$ cat src/rtl/callstk_pkg.sv
// Shared types for the call/return stack controller.
// Assumes a byte-wide stack memory and at most three program-counter bytes.
package callstk_pkg;

    // Command opcodes as seen on cmd_op.
    typedef enum logic [1:0] {
        OP_CALL = 2'd0,
        OP_RET  = 2'd1,
        OP_RETI = 2'd2,
        OP_INT  = 2'd3
    } op_e;

    // Address-mode encodings; 2'b11 decodes like 2'b10.
    localparam logic [1:0] MD_PAGED = 2'b00;
    localparam logic [1:0] MD_B16   = 2'b01;
    localparam logic [1:0] MD_CONT  = 2'b10;

    // Sequencer states.
    typedef enum logic [1:0] {
        ST_IDLE,
        ST_PUSH,
        ST_POP,
        ST_POPL
    } st_e;

endpackage

$ cat src/rtl/callstk_mode_dec.sv
// Mode decoder: turns the two-bit address mode and the opcode into the
// byte count, the paged/16-bit flags and the machine-cycle charge.
// Purely combinational; assumes the charge fits in CYC_W bits.
module callstk_mode_dec
    import callstk_pkg::*;
#(
    parameter int CYC_W    = 4,
    parameter int CYC_CALL = 3,
    parameter int CYC_RET  = 3,
    parameter int CYC_INT  = 5
) (
    input  logic [1:0]       mode,
    input  logic [1:0]       op,
    output logic             three_b,
    output logic             paged,
    output logic             low64k,
    output logic [CYC_W-1:0] cyc
);

    logic [CYC_W-1:0] base;

    // Decode mode flags and pick the base charge for the opcode.
    always_comb begin
        paged   = (mode == MD_PAGED);
        low64k  = (mode == MD_B16);
        three_b = !low64k;
        unique case (op_e'(op))
            OP_CALL: base = CYC_W'(CYC_CALL);
            OP_RET,
            OP_RETI: base = CYC_W'(CYC_RET);
            default: base = CYC_W'(CYC_INT);
        endcase
        cyc = base + CYC_W'(paged);
    end

endmodule

$ cat src/rtl/callstk_sp.sv
// Stack pointer register with a selectable wrap width.
// When wide is low only the low LO_W bits count and wrap; the upper bits
// are held and the memory address drops them. Load has priority over
// increment, and increment over decrement.
module callstk_sp #(
    parameter int SP_W   = 10,
    parameter int LO_W   = 8,
    parameter int SP_RST = 7
) (
    input  logic            clk,
    input  logic            rst_n,
    input  logic            wide,
    input  logic            inc,
    input  logic            dec,
    input  logic            ld,
    input  logic [SP_W-1:0] ld_val,
    output logic [SP_W-1:0] sp,
    output logic [SP_W-1:0] addr_cur,
    output logic [SP_W-1:0] addr_inc
);

    localparam int HI_W = SP_W - LO_W;

    logic [SP_W-1:0] sp_q;
    logic [SP_W-1:0] nxt_up;
    logic [SP_W-1:0] nxt_dn;

    // Wrap-aware neighbours of the current pointer.
    always_comb begin
        if (wide) begin
            nxt_up = sp_q + SP_W'(1);
            nxt_dn = sp_q - SP_W'(1);
        end else begin
            nxt_up = {sp_q[SP_W-1:LO_W], sp_q[LO_W-1:0] + LO_W'(1)};
            nxt_dn = {sp_q[SP_W-1:LO_W], sp_q[LO_W-1:0] - LO_W'(1)};
        end
    end

    // Map pointer values onto memory addresses for the selected width.
    always_comb begin
        if (wide) begin
            addr_cur = sp_q;
            addr_inc = nxt_up;
        end else begin
            addr_cur = {{HI_W{1'b0}}, sp_q[LO_W-1:0]};
            addr_inc = {{HI_W{1'b0}}, nxt_up[LO_W-1:0]};
        end
    end

    // Pointer register update.
    always_ff @(posedge clk) begin
        if (!rst_n)   sp_q <= SP_W'(SP_RST);
        else if (ld)  sp_q <= ld_val;
        else if (inc) sp_q <= nxt_up;
        else if (dec) sp_q <= nxt_dn;
    end

    assign sp = sp_q;

endmodule

$ cat src/rtl/callstk_seq.sv
// Push/pop sequencer. It owns the program counter and moves its bytes to
// or from a byte-wide stack memory whose read data arrives one cycle
// after the read strobe. Mode-dependent settings are captured when a
// command is accepted and held until the operation completes.
module callstk_seq
    import callstk_pkg::*;
#(
    parameter int BYTE_W = 8,
    parameter int NB_MAX = 3,
    parameter int CYC_W  = 4,
    localparam int PC_W  = BYTE_W * NB_MAX,
    localparam int CNT_W = $clog2(NB_MAX + 1)
) (
    input  logic              clk,
    input  logic              rst_n,
    input  logic              cmd_valid,
    input  logic [1:0]        cmd_op,
    input  logic [PC_W-1:0]   cmd_tgt,
    output logic              cmd_ready,
    input  logic              three_b,
    input  logic              paged,
    input  logic              low64k,
    input  logic [CYC_W-1:0]  cyc_in,
    input  logic              wide_in,
    output logic              op_wide,
    output logic              stk_we,
    output logic              stk_re,
    output logic [BYTE_W-1:0] stk_wdata,
    input  logic [BYTE_W-1:0] stk_rdata,
    output logic [PC_W-1:0]   pc,
    output logic              done,
    output logic [CYC_W-1:0]  done_cyc
);

    localparam int LOW_W = PC_W - BYTE_W;

    st_e              st_q;
    logic [CNT_W-1:0] cnt_q;
    logic [PC_W-1:0]  sh_q;
    logic [PC_W-1:0]  tgt_q;
    logic [PC_W-1:0]  pc_q;
    logic [CYC_W-1:0] cyc_q;
    logic [CYC_W-1:0] done_cyc_q;
    logic             low64k_q;
    logic             wide_q;
    logic             rd_pend_q;
    logic             done_q;

    logic             accept;
    logic             is_push;
    logic             zero_up;
    logic [CNT_W-1:0] nb;
    logic [PC_W-1:0]  tgt_eff;
    logic [PC_W-1:0]  popped;

    // Acceptance, per-command settings and the popped word.
    always_comb begin
        accept  = (st_q == ST_IDLE) && cmd_valid;
        is_push = (op_e'(cmd_op) == OP_CALL) || (op_e'(cmd_op) == OP_INT);
        zero_up = low64k || ((op_e'(cmd_op) == OP_INT) && paged);
        nb      = three_b ? CNT_W'(NB_MAX) : CNT_W'(NB_MAX - 1);
        tgt_eff = zero_up ? {{BYTE_W{1'b0}}, cmd_tgt[LOW_W-1:0]} : cmd_tgt;
        popped  = {sh_q[LOW_W-1:0], stk_rdata};
    end

    // Stack port strobes follow the state directly.
    always_comb begin
        cmd_ready = (st_q == ST_IDLE);
        stk_we    = (st_q == ST_PUSH);
        stk_re    = (st_q == ST_POP);
        stk_wdata = sh_q[BYTE_W-1:0];
    end

    // Remember that read data is due on the next cycle.
    always_ff @(posedge clk) begin
        if (!rst_n) rd_pend_q <= 1'b0;
        else        rd_pend_q <= stk_re;
    end

    // Main sequencer: start, shift bytes out or in, finish.
    always_ff @(posedge clk) begin
        if (!rst_n) begin
            st_q       <= ST_IDLE;
            cnt_q      <= '0;
            sh_q       <= '0;
            tgt_q      <= '0;
            pc_q       <= '0;
            cyc_q      <= '0;
            done_cyc_q <= '0;
            low64k_q   <= 1'b0;
            wide_q     <= 1'b0;
            done_q     <= 1'b0;
        end else begin
            done_q <= 1'b0;
            unique case (st_q)
                ST_IDLE: begin
                    if (accept) begin
                        cyc_q    <= cyc_in;
                        low64k_q <= low64k;
                        wide_q   <= wide_in;
                        cnt_q    <= nb;
                        tgt_q    <= tgt_eff;
                        if (is_push) begin
                            sh_q <= pc_q;
                            st_q <= ST_PUSH;
                        end else begin
                            sh_q <= '0;
                            st_q <= ST_POP;
                        end
                    end
                end
                ST_PUSH: begin
                    sh_q  <= sh_q >> BYTE_W;
                    cnt_q <= cnt_q - CNT_W'(1);
                    if (cnt_q == CNT_W'(1)) begin
                        st_q       <= ST_IDLE;
                        pc_q       <= tgt_q;
                        done_q     <= 1'b1;
                        done_cyc_q <= cyc_q;
                    end
                end
                ST_POP: begin
                    cnt_q <= cnt_q - CNT_W'(1);
                    if (rd_pend_q) sh_q <= popped;
                    if (cnt_q == CNT_W'(1)) st_q <= ST_POPL;
                end
                default: begin
                    st_q       <= ST_IDLE;
                    pc_q       <= low64k_q ? {{BYTE_W{1'b0}}, popped[LOW_W-1:0]} : popped;
                    done_q     <= 1'b1;
                    done_cyc_q <= cyc_q;
                end
            endcase
        end
    end

    assign op_wide  = wide_q;
    assign pc       = pc_q;
    assign done     = done_q;
    assign done_cyc = done_cyc_q;

endmodule

$ cat src/rtl/callstk_ctrl.sv
// Top of the call/return stack controller. It holds the address-mode
// register, decodes it, and joins the sequencer to the stack pointer.
// Assumes a stack memory with one-cycle read latency.
module callstk_ctrl #(
    parameter int BYTE_W   = 8,
    parameter int NB_MAX   = 3,
    parameter int SP_W     = 10,
    parameter int SP_LO_W  = 8,
    parameter int SP_RST   = 7,
    parameter int CYC_W    = 4,
    parameter int CYC_CALL = 3,
    parameter int CYC_RET  = 3,
    parameter int CYC_INT  = 5,
    localparam int PC_W    = BYTE_W * NB_MAX
) (
    input  logic              clk,
    input  logic              rst_n,
    input  logic              rom_en,
    input  logic              mode_we,
    input  logic [1:0]        mode_wdata,
    output logic [1:0]        mode_out,
    input  logic              xstk_en,
    input  logic              sp_ld,
    input  logic [SP_W-1:0]   sp_ld_val,
    output logic [SP_W-1:0]   sp_out,
    input  logic              cmd_valid,
    input  logic [1:0]        cmd_op,
    input  logic [PC_W-1:0]   cmd_tgt,
    output logic              cmd_ready,
    output logic [PC_W-1:0]   pc_out,
    output logic              done,
    output logic [CYC_W-1:0]  done_cyc,
    output logic              stk_we,
    output logic              stk_re,
    output logic [SP_W-1:0]   stk_addr,
    output logic [BYTE_W-1:0] stk_wdata,
    input  logic [BYTE_W-1:0] stk_rdata
);

    import callstk_pkg::*;

    logic [1:0]       mode_q;
    logic             three_b;
    logic             paged;
    logic             low64k;
    logic [CYC_W-1:0] cyc;
    logic             op_wide;
    logic             sp_ld_eff;
    logic [SP_W-1:0]  addr_cur;
    logic [SP_W-1:0]  addr_inc;

    // Mode register: reset default chosen by rom_en, writable any time.
    always_ff @(posedge clk) begin
        if (!rst_n)       mode_q <= rom_en ? MD_CONT : MD_B16;
        else if (mode_we) mode_q <= mode_wdata;
    end

    // Pointer load only in a quiet idle cycle.
    always_comb sp_ld_eff = sp_ld && cmd_ready && !cmd_valid;

    // Stack address: next slot while pushing, current slot otherwise.
    always_comb stk_addr = stk_we ? addr_inc : addr_cur;

    callstk_mode_dec #(
        .CYC_W   (CYC_W),
        .CYC_CALL(CYC_CALL),
        .CYC_RET (CYC_RET),
        .CYC_INT (CYC_INT)
    ) u_dec (
        .mode   (mode_q),
        .op     (cmd_op),
        .three_b(three_b),
        .paged  (paged),
        .low64k (low64k),
        .cyc    (cyc)
    );

    callstk_seq #(
        .BYTE_W(BYTE_W),
        .NB_MAX(NB_MAX),
        .CYC_W (CYC_W)
    ) u_seq (
        .clk      (clk),
        .rst_n    (rst_n),
        .cmd_valid(cmd_valid),
        .cmd_op   (cmd_op),
        .cmd_tgt  (cmd_tgt),
        .cmd_ready(cmd_ready),
        .three_b  (three_b),
        .paged    (paged),
        .low64k   (low64k),
        .cyc_in   (cyc),
        .wide_in  (xstk_en),
        .op_wide  (op_wide),
        .stk_we   (stk_we),
        .stk_re   (stk_re),
        .stk_wdata(stk_wdata),
        .stk_rdata(stk_rdata),
        .pc       (pc_out),
        .done     (done),
        .done_cyc (done_cyc)
    );

    callstk_sp #(
        .SP_W  (SP_W),
        .LO_W  (SP_LO_W),
        .SP_RST(SP_RST)
    ) u_sp (
        .clk     (clk),
        .rst_n   (rst_n),
        .wide    (op_wide),
        .inc     (stk_we),
        .dec     (stk_re),
        .ld      (sp_ld_eff),
        .ld_val  (sp_ld_val),
        .sp      (sp_out),
        .addr_cur(addr_cur),
        .addr_inc(addr_inc)
    );

    assign mode_out = mode_q;

endmodule

$ cat config.mk
export PLATFORM = sky130hd
export DESIGN_NAME = callstk_ctrl
export DESIGN_NICKNAME = d
export VERILOG_FILES = /design/src/rtl/callstk_pkg.sv /design/src/rtl/callstk_mode_dec.sv /design/src/rtl/callstk_sp.sv /design/src/rtl/callstk_seq.sv /design/src/rtl/callstk_ctrl.sv
export SDC_FILE = /design/constraint.sdc
export NUM_CORES = 1
export LEC_CHECK = 0
export ABC_CLOCK_PERIOD_IN_PS = 1800
export BUFFER_PORTS_ARGS = -buffer_cell sky130_fd_sc_hd__buf_2
export CAP_MARGIN = 20
export CORE_MARGIN = 5
export CORE_UTILIZATION = 48
export CTS_CLUSTER_DIAMETER = 200
export DETAILED_ROUTE_END_ITERATION = 16
export PLACE_DENSITY = 0.71
export SLEW_MARGIN = 15
export SYNTH_ARGS = -nofsm -noshare
export SYNTH_HDL_FRONTEND = slang
export SYNTH_HIERARCHICAL = 1
export SYNTH_SLANG_ARGS = --single-unit
export TNS_END_PERCENT = 100
$ cat constraint.sdc
create_clock -name clk -period 1.8 [get_ports clk]
set_input_delay 0 -clock clk [delete_from_list [all_inputs] [get_ports clk]]
set_output_delay 0 -clock clk [all_outputs]
set_load 0.01 [all_outputs]
# Word-level counts from Yosys, hierarchy flattened
# Cells that the tools add are included.
# Widths: inputs -> output; s select.
totals:
  reg_bits: 100
  inputBits: 53
  wordCells: 88
classes:
  add_sub_neg: 6
  eq_ne: 12
  n_mux: 32
  n_bitwise: 1
  n_reduce_logical: 23
op_table:
  columns: ["cell", "count"]
  rows:
  - ["$mux 24", 6]
  - ["$mux 10", 8]
  - ["$pmux 24 s3", 1]
  - ["$pmux 24 s2", 1]
  - ["$mux 2", 8]
  - ["$add 10x1->10 const B", 1]
  - ["$ne 2x1->1 const B", 5]
  - ["$sub 10x1->10 const B", 1]
  - ["$reduce_bool 3->1", 3]
  - ["$add 8x1->8 const B", 1]
  - ["$eq 2x1->1 const B", 4]
  - ["$pmux 4 s2", 1]
  - ["$reduce_and 2->1", 4]
  - ["$sub 8x1->8 const B", 1]
  - ["$eq 2x2->1 const B", 3]
  - ["$logic_not 2->1", 3]
  - ["$pmux 2 s3", 1]
  - ["$reduce_and 3->1", 2]
  - ["$add 3x1->4", 1]
  - ["$logic_and 1x1->1", 4]
  - ["$mux 4", 1]
  - ["$pmux 2 s2", 1]
  - ["$reduce_or 2->1", 2]
  - ["$mux 3", 1]
  - ["other kinds (8)", 10]

# Longest topological paths before layout
logic_depth:
  depth_word: 5
  ltp_mapped: 9
  mapped_depth_nobuf: 9

# By module
# The synthesis kept the hierarchy.
by_module_without_submodules:
  columns: ["mod", "instances", "cells_per_inst", "area_per_inst_um2"]
  rows:
  - ["callstk_seq", 1, 465, 4199.0]
  - ["callstk_sp", 1, 151, 1071.0]
  - ["callstk_ctrl", 1, 19, 255.2]
  - ["callstk_mode_dec", 1, 9, 56.3]

# Least setup slack after synthesis
# OpenSTA, ideal clock, no wires.
synth_path:
  kind: "register -> register"
  from: "register u_seq.st_q[1]"
  to: "register u_seq.sh_q[10]"
  setup_ps: 81
  arrival_ps: 1871
  slack_ps: -152
  stages_incl_launch_ff: 10
  path_buffers: 4
  synth_period_minus_slack_ps: 1952
  cell_sequence: "dfxtp_1 > inv_1 > ha_1 > clkbuf_2 > or3_1 > buf_2 > and3_4 > buf_6 > buf_6 > a211oi_2"
synth_via:
  word_cells_on_any_way: 9
  cone_classes: "eq/ne (4); mux (1); reduce/logical (4)"
synth_rtl:
  columns: ["element", "line_no", "text"]
  rows:
  - ["from (decl)", "callstk_seq.sv:37", "st_e st_q;"]
  - ["from (signal assigned)", "callstk_seq.sv:83", "st_q <= ST_IDLE;"]
  - ["from (signal assigned)", "callstk_seq.sv:105", "st_q <= ST_PUSH;"]
  - ["from (signal assigned)", "callstk_seq.sv:108", "st_q <= ST_POP;"]
  - ["$eq 2x1->1 *", null, null]
  - ["net stk_we", "callstk_ctrl.sv:33", "output logic stk_we,"]
  - ["$reduce_bool 3->1 (no line)", null, null]
  - ["$reduce_and 3->1 (no line)", null, null]
  - ["to (signal assigned)", "callstk_seq.sv:104", "sh_q <= pc_q;"]
  - ["to (signal assigned)", "callstk_seq.sv:113", "sh_q <= sh_q >> BYTE_W;"]
  - ["to (signal assigned)", "callstk_seq.sv:124", "if (rd_pend_q) sh_q <= popped;"]
  - ["to (decl)", "callstk_seq.sv:39", "logic [PC_W-1:0] sh_q;"]
# Mark *: on every way through the listed nets, which the timed path passes. The rest lies on a longest branch.
# A chain may end at the register's enable or synchronous reset.

# Worst setup path in the final report
layout_path:
  from: "register u_sp.sp_q[1] (netlist: u_sp/sp[1])"
  to: "output stk_addr[8]"
layout_via:
  elab_chain_cells: 4
layout_lines:
  columns: ["element", "line_no", "text"]
  rows:
  - ["from (decl)", "callstk_sp.sv:24", "logic [SP_W-1:0] sp_q;"]
  - ["from (signal assigned)", "callstk_sp.sv:52", "if (!rst_n) sp_q <= SP_W'(SP_RST);"]
  - ["from (signal assigned)", "callstk_sp.sv:53", "else if (ld) sp_q <= ld_val;"]
  - ["from (signal assigned)", "callstk_sp.sv:54", "else if (inc) sp_q <= nxt_up;"]
  - ["$add 10x1->10", "callstk_sp.sv:31", "nxt_up = sp_q + SP_W'(1);"]
  - ["$mux 10", "callstk_sp.sv:30", "if (wide) begin"]
  - ["$mux 10", "callstk_sp.sv:41", "if (wide) begin"]
  - ["net addr_inc[8]", "callstk_ctrl.sv:50", "logic [SP_W-1:0] addr_inc;"]
  - ["$mux 10", "callstk_ctrl.sv:62", "always_comb stk_addr = stk_we ? addr_inc : addr_cur;"]
  - ["to (decl)", "callstk_ctrl.sv:35", "output logic [SP_W-1:0] stk_addr,"]
# The timed path passes the listed nets, and every way through them passes these cells.

==> qor.csv <==
metric,value,unit
status,"finished, violations left",
failing checks,negative setup slack,
Post-Syn Instances,644,
CP startpoint kind,flop,
via-per-instance ratio,5.89,
met1 Use GR,27.3,%
Avg WL per Cell,18.1,um
Initial DRC Count,360,
setup_tns,-0.0134,ns
Max Clk Rate,0.551,GHz
Row Count,39,
mux contribution to synthesized area,6.14,%
Critical Path RT,1.80,ns
xor/xnor share of the synthesized area,2.04,%
Worst Slack Setup Final,-0.0134,ns
max cap viols,0,
Worst path top cell family by delay,simple AND/OR/NAND/NOR gates,
critical path's slowest cell,dfxtp_4,
leakage power,2.87,nW
share of cells above drive strength 1,32.1,%
Nets,839,
full die area,13900,um2
"Cell Count, Final, Fillers Out",923,
GRT Max-Usage Layer,met2,
critical path peak fanout,3,
Layout area overhead,30.2,%
largest family of logic cells by synthesized area,compound AO/OA/AOI/OAI gates,
vias in the first global route,5370,
Synth Flop Type,dfxtp_1,
First-pass DRT Iterations,5,
asr flop ratio synth,0,%
Die Height,118,um
num ports,115,
"commonest non-fill, non-tap cell in the layout",buf_2,
initial antenna violation count,0,
TritonCTS Buffers,9,
Simple-Gate Fraction of Synth Area,15.7,%
Final Critical Period,1.81,ns
routed wire length,16700,um
"EDFF count, synth",2,
largest net degree at the start of global routing,33,
# DRC,0,
Synthesized Nets,708,
# clock sinks,100,
hold slack,0.0181,ns
Post-Syn Area,5580,um2
Slew HR,62.6,%
RSZ-0062 raised after global routing,true,
post-route clock period utilization,101,%
met3 usage,5.38,%
clock skew,0.00933,ns
met2 Usage GRT,38.4,%
Worst-Skew Late Latency,0.34,ns
HPWL Detailed,11400,um
yosys warns,6,
Post-Layout Inst Area,7260,um2
Placer Congestion,0.877,
"Cell Area, Placed",6370,um2
Clock transition at path regs,0.08,ns
Pins Over Slew Limit,0,
pwr/cell area,1700,nW/um2
Worst Max-Slew Pin Slew,0.561,ns
routed vias,5439,
# H-tree levels,3,
first-pass GRT wire length,26600,um
die width,118,um
Initial Util,48.9,%
critical path class,flop to output port,
final antenna-violating net count,0,
library cells used by synthesis,63,
nature of the critical path endpoint,output port,
synthesis-stage register bit count,100,
Crit path largest cell delay,0.39,ns
most frequent cells in the layout,"buf_2, dfxtp_1, a21oi_1",
Adder-Cell Fraction of Synth Area,2.47,%
# diodes,0,
worst path arrival time,1.81,ns
crit-path cells,ha_4 -> nand4_1 -> nor2_2 -> xor2_1 -> and2_1 -> mux2_4 -> buf_6,
"Hold Violations, Final",0,
crit path buf inv count,1,
port bufs,114,
Root Buffer,clkbuf_16,
TritonCTS clock tree,yes,
post-synthesis compound-gate area fraction,29.1,%
FILL cells,992,
Tot GR Track Use,22.5,%
"Seq/Total Area, Yosys",36.2,%
GRT Residual Overflow,0,
# setup viols final,1,
clk buf depth,2,
Hold Path Class,input pin to flop,
Peak VDD IR,0.947,mV
core footprint,11400,um2
mean post-synth cell area,8.67,um2
placed instance count,861,
per-stage QoR:
stage	total power, W	setup slack, ns	utilization [%]
finish	0.0124	-0.0134	63.6
global route	0.0131	-0.0769	63.6
CTS	0.0120	0.00117	62.4
detailed placement	0.00982	-0.00418	55.8
global placement	0.00964	0.0967	55.8
floorplan	0.00801	0.000997	-
cells in the mapped netlist (10+ instances only):
library cell | instances | area share [%]
inv_1 | 10 | 0.67
a211oi_2 | 20 | 4.5
dfxtp_1 | 98 | 35
ha_1 | 11 | 2.5
a21oi_1 | 65 | 5.8
buf_4 | 17 | 2.3
buf_2 | 17 | 1.5
nand2b_1 | 10 | 1.1
nand2_1 | 65 | 4.4
nor3b_1 | 16 | 2.2
mux2_4 | 10 | 2.7
nand3_1 | 16 | 1.4
mux2i_1 | 17 | 3.0
a31oi_1 | 32 | 3.6
nor2_1 | 20 | 1.3
a22oi_1 | 18 | 2.4
a22o_1 | 16 | 2.5
clkbuf_1 | 34 | 2.3
o21ai_0 | 13 | 1.2
a211oi_1 | 32 | 4.3
what timing repair did:
item                       in CTS  in global routing
pin swaps                       4                  9
setup endpoints to repair       4                 53
gates cloned                    0                  2
buffers inserted                5                  2
hold endpoints to repair       36                  0
hold buffers                   37                  0
gates resized for setup        21                 22
metal layers:
metal  share of wire [%]  vias to the layer above  routed length, um
li1                    -                     2623                  -
met1                  41                     2571               6900
met2                  49                      212               8220
met3                 6.7                       33               1130
met4                 2.8                        0                471
met5                   0                        -                  0
power breakdown:
group          leakage [nW]  total (W)  switching (W)  internal (W)
Sequential            0.831    0.00344       0.000577       0.00286
Combinational          1.90    0.00702        0.00390       0.00312
Clock                 0.143    0.00190       0.000893       0.00100
Total                  2.87     0.0124        0.00537       0.00699
final cells by class:
cell class,instances,area (um2),share of cell area [%]
inverter,11,46.3,0.637
clock inverter,6,56.3,0.775
multi-input combinational,453,3230,44.5
clock buffer,10,239,3.29
sequential,100,2050,28.3
timing repair buffer,200,1460,20.1
tap,143,179,2.46
path summary, 6_finish.rpt:
path / startpoint / end / slack [ns] / cells past startpoint
setup / recovery: u_sp/sp[1] / stk_addr[8] / -0.01 / 7
hold / removal: stk_rdata[6] / u_seq/pc[6] / 0.02 / 3
setup reg to reg: u_seq/st_q[0] / u_sp/sp[8] / 0.06 / 9
hold reg to reg: u_seq/tgt_q[0] / u_seq/tgt_q[0] / 0.46 / 2
worst register-to-register path, delay by kind of cell (launching register included):
kind | cells | cell delay [ns]
fa+ha+maj | 1 | 0.18
simple gates | 4 | 0.37
buf+inv | 1 | 0.10
flops | 1 | 0.38
mux | 1 | 0.34
compound gates | 2 | 0.26
flip-flops by register name, summed over array words and instances (netlist names):
signal,flops
mode_out,2
u_seq/cnt_q,2
u_seq/cyc_q,4
u_seq/done,1
u_seq/done_cyc,4
u_seq/low64k_q,1
u_seq/op_wide,1
u_seq/pc,24
u_seq/rd_pend_q,1
u_seq/sh_q,24
u_seq/st_q,2
u_seq/tgt_q,24
u_sp/sp,10
cell families after synthesis:
family | Yosys count
mux | 29
compound gates | 228
fa+ha+maj | 11
flops | 100
buf+inv | 92
xor+xnor | 13
simple gates | 170
other cells | 1
No activity file was read; power rests on OpenSTA's default activity.
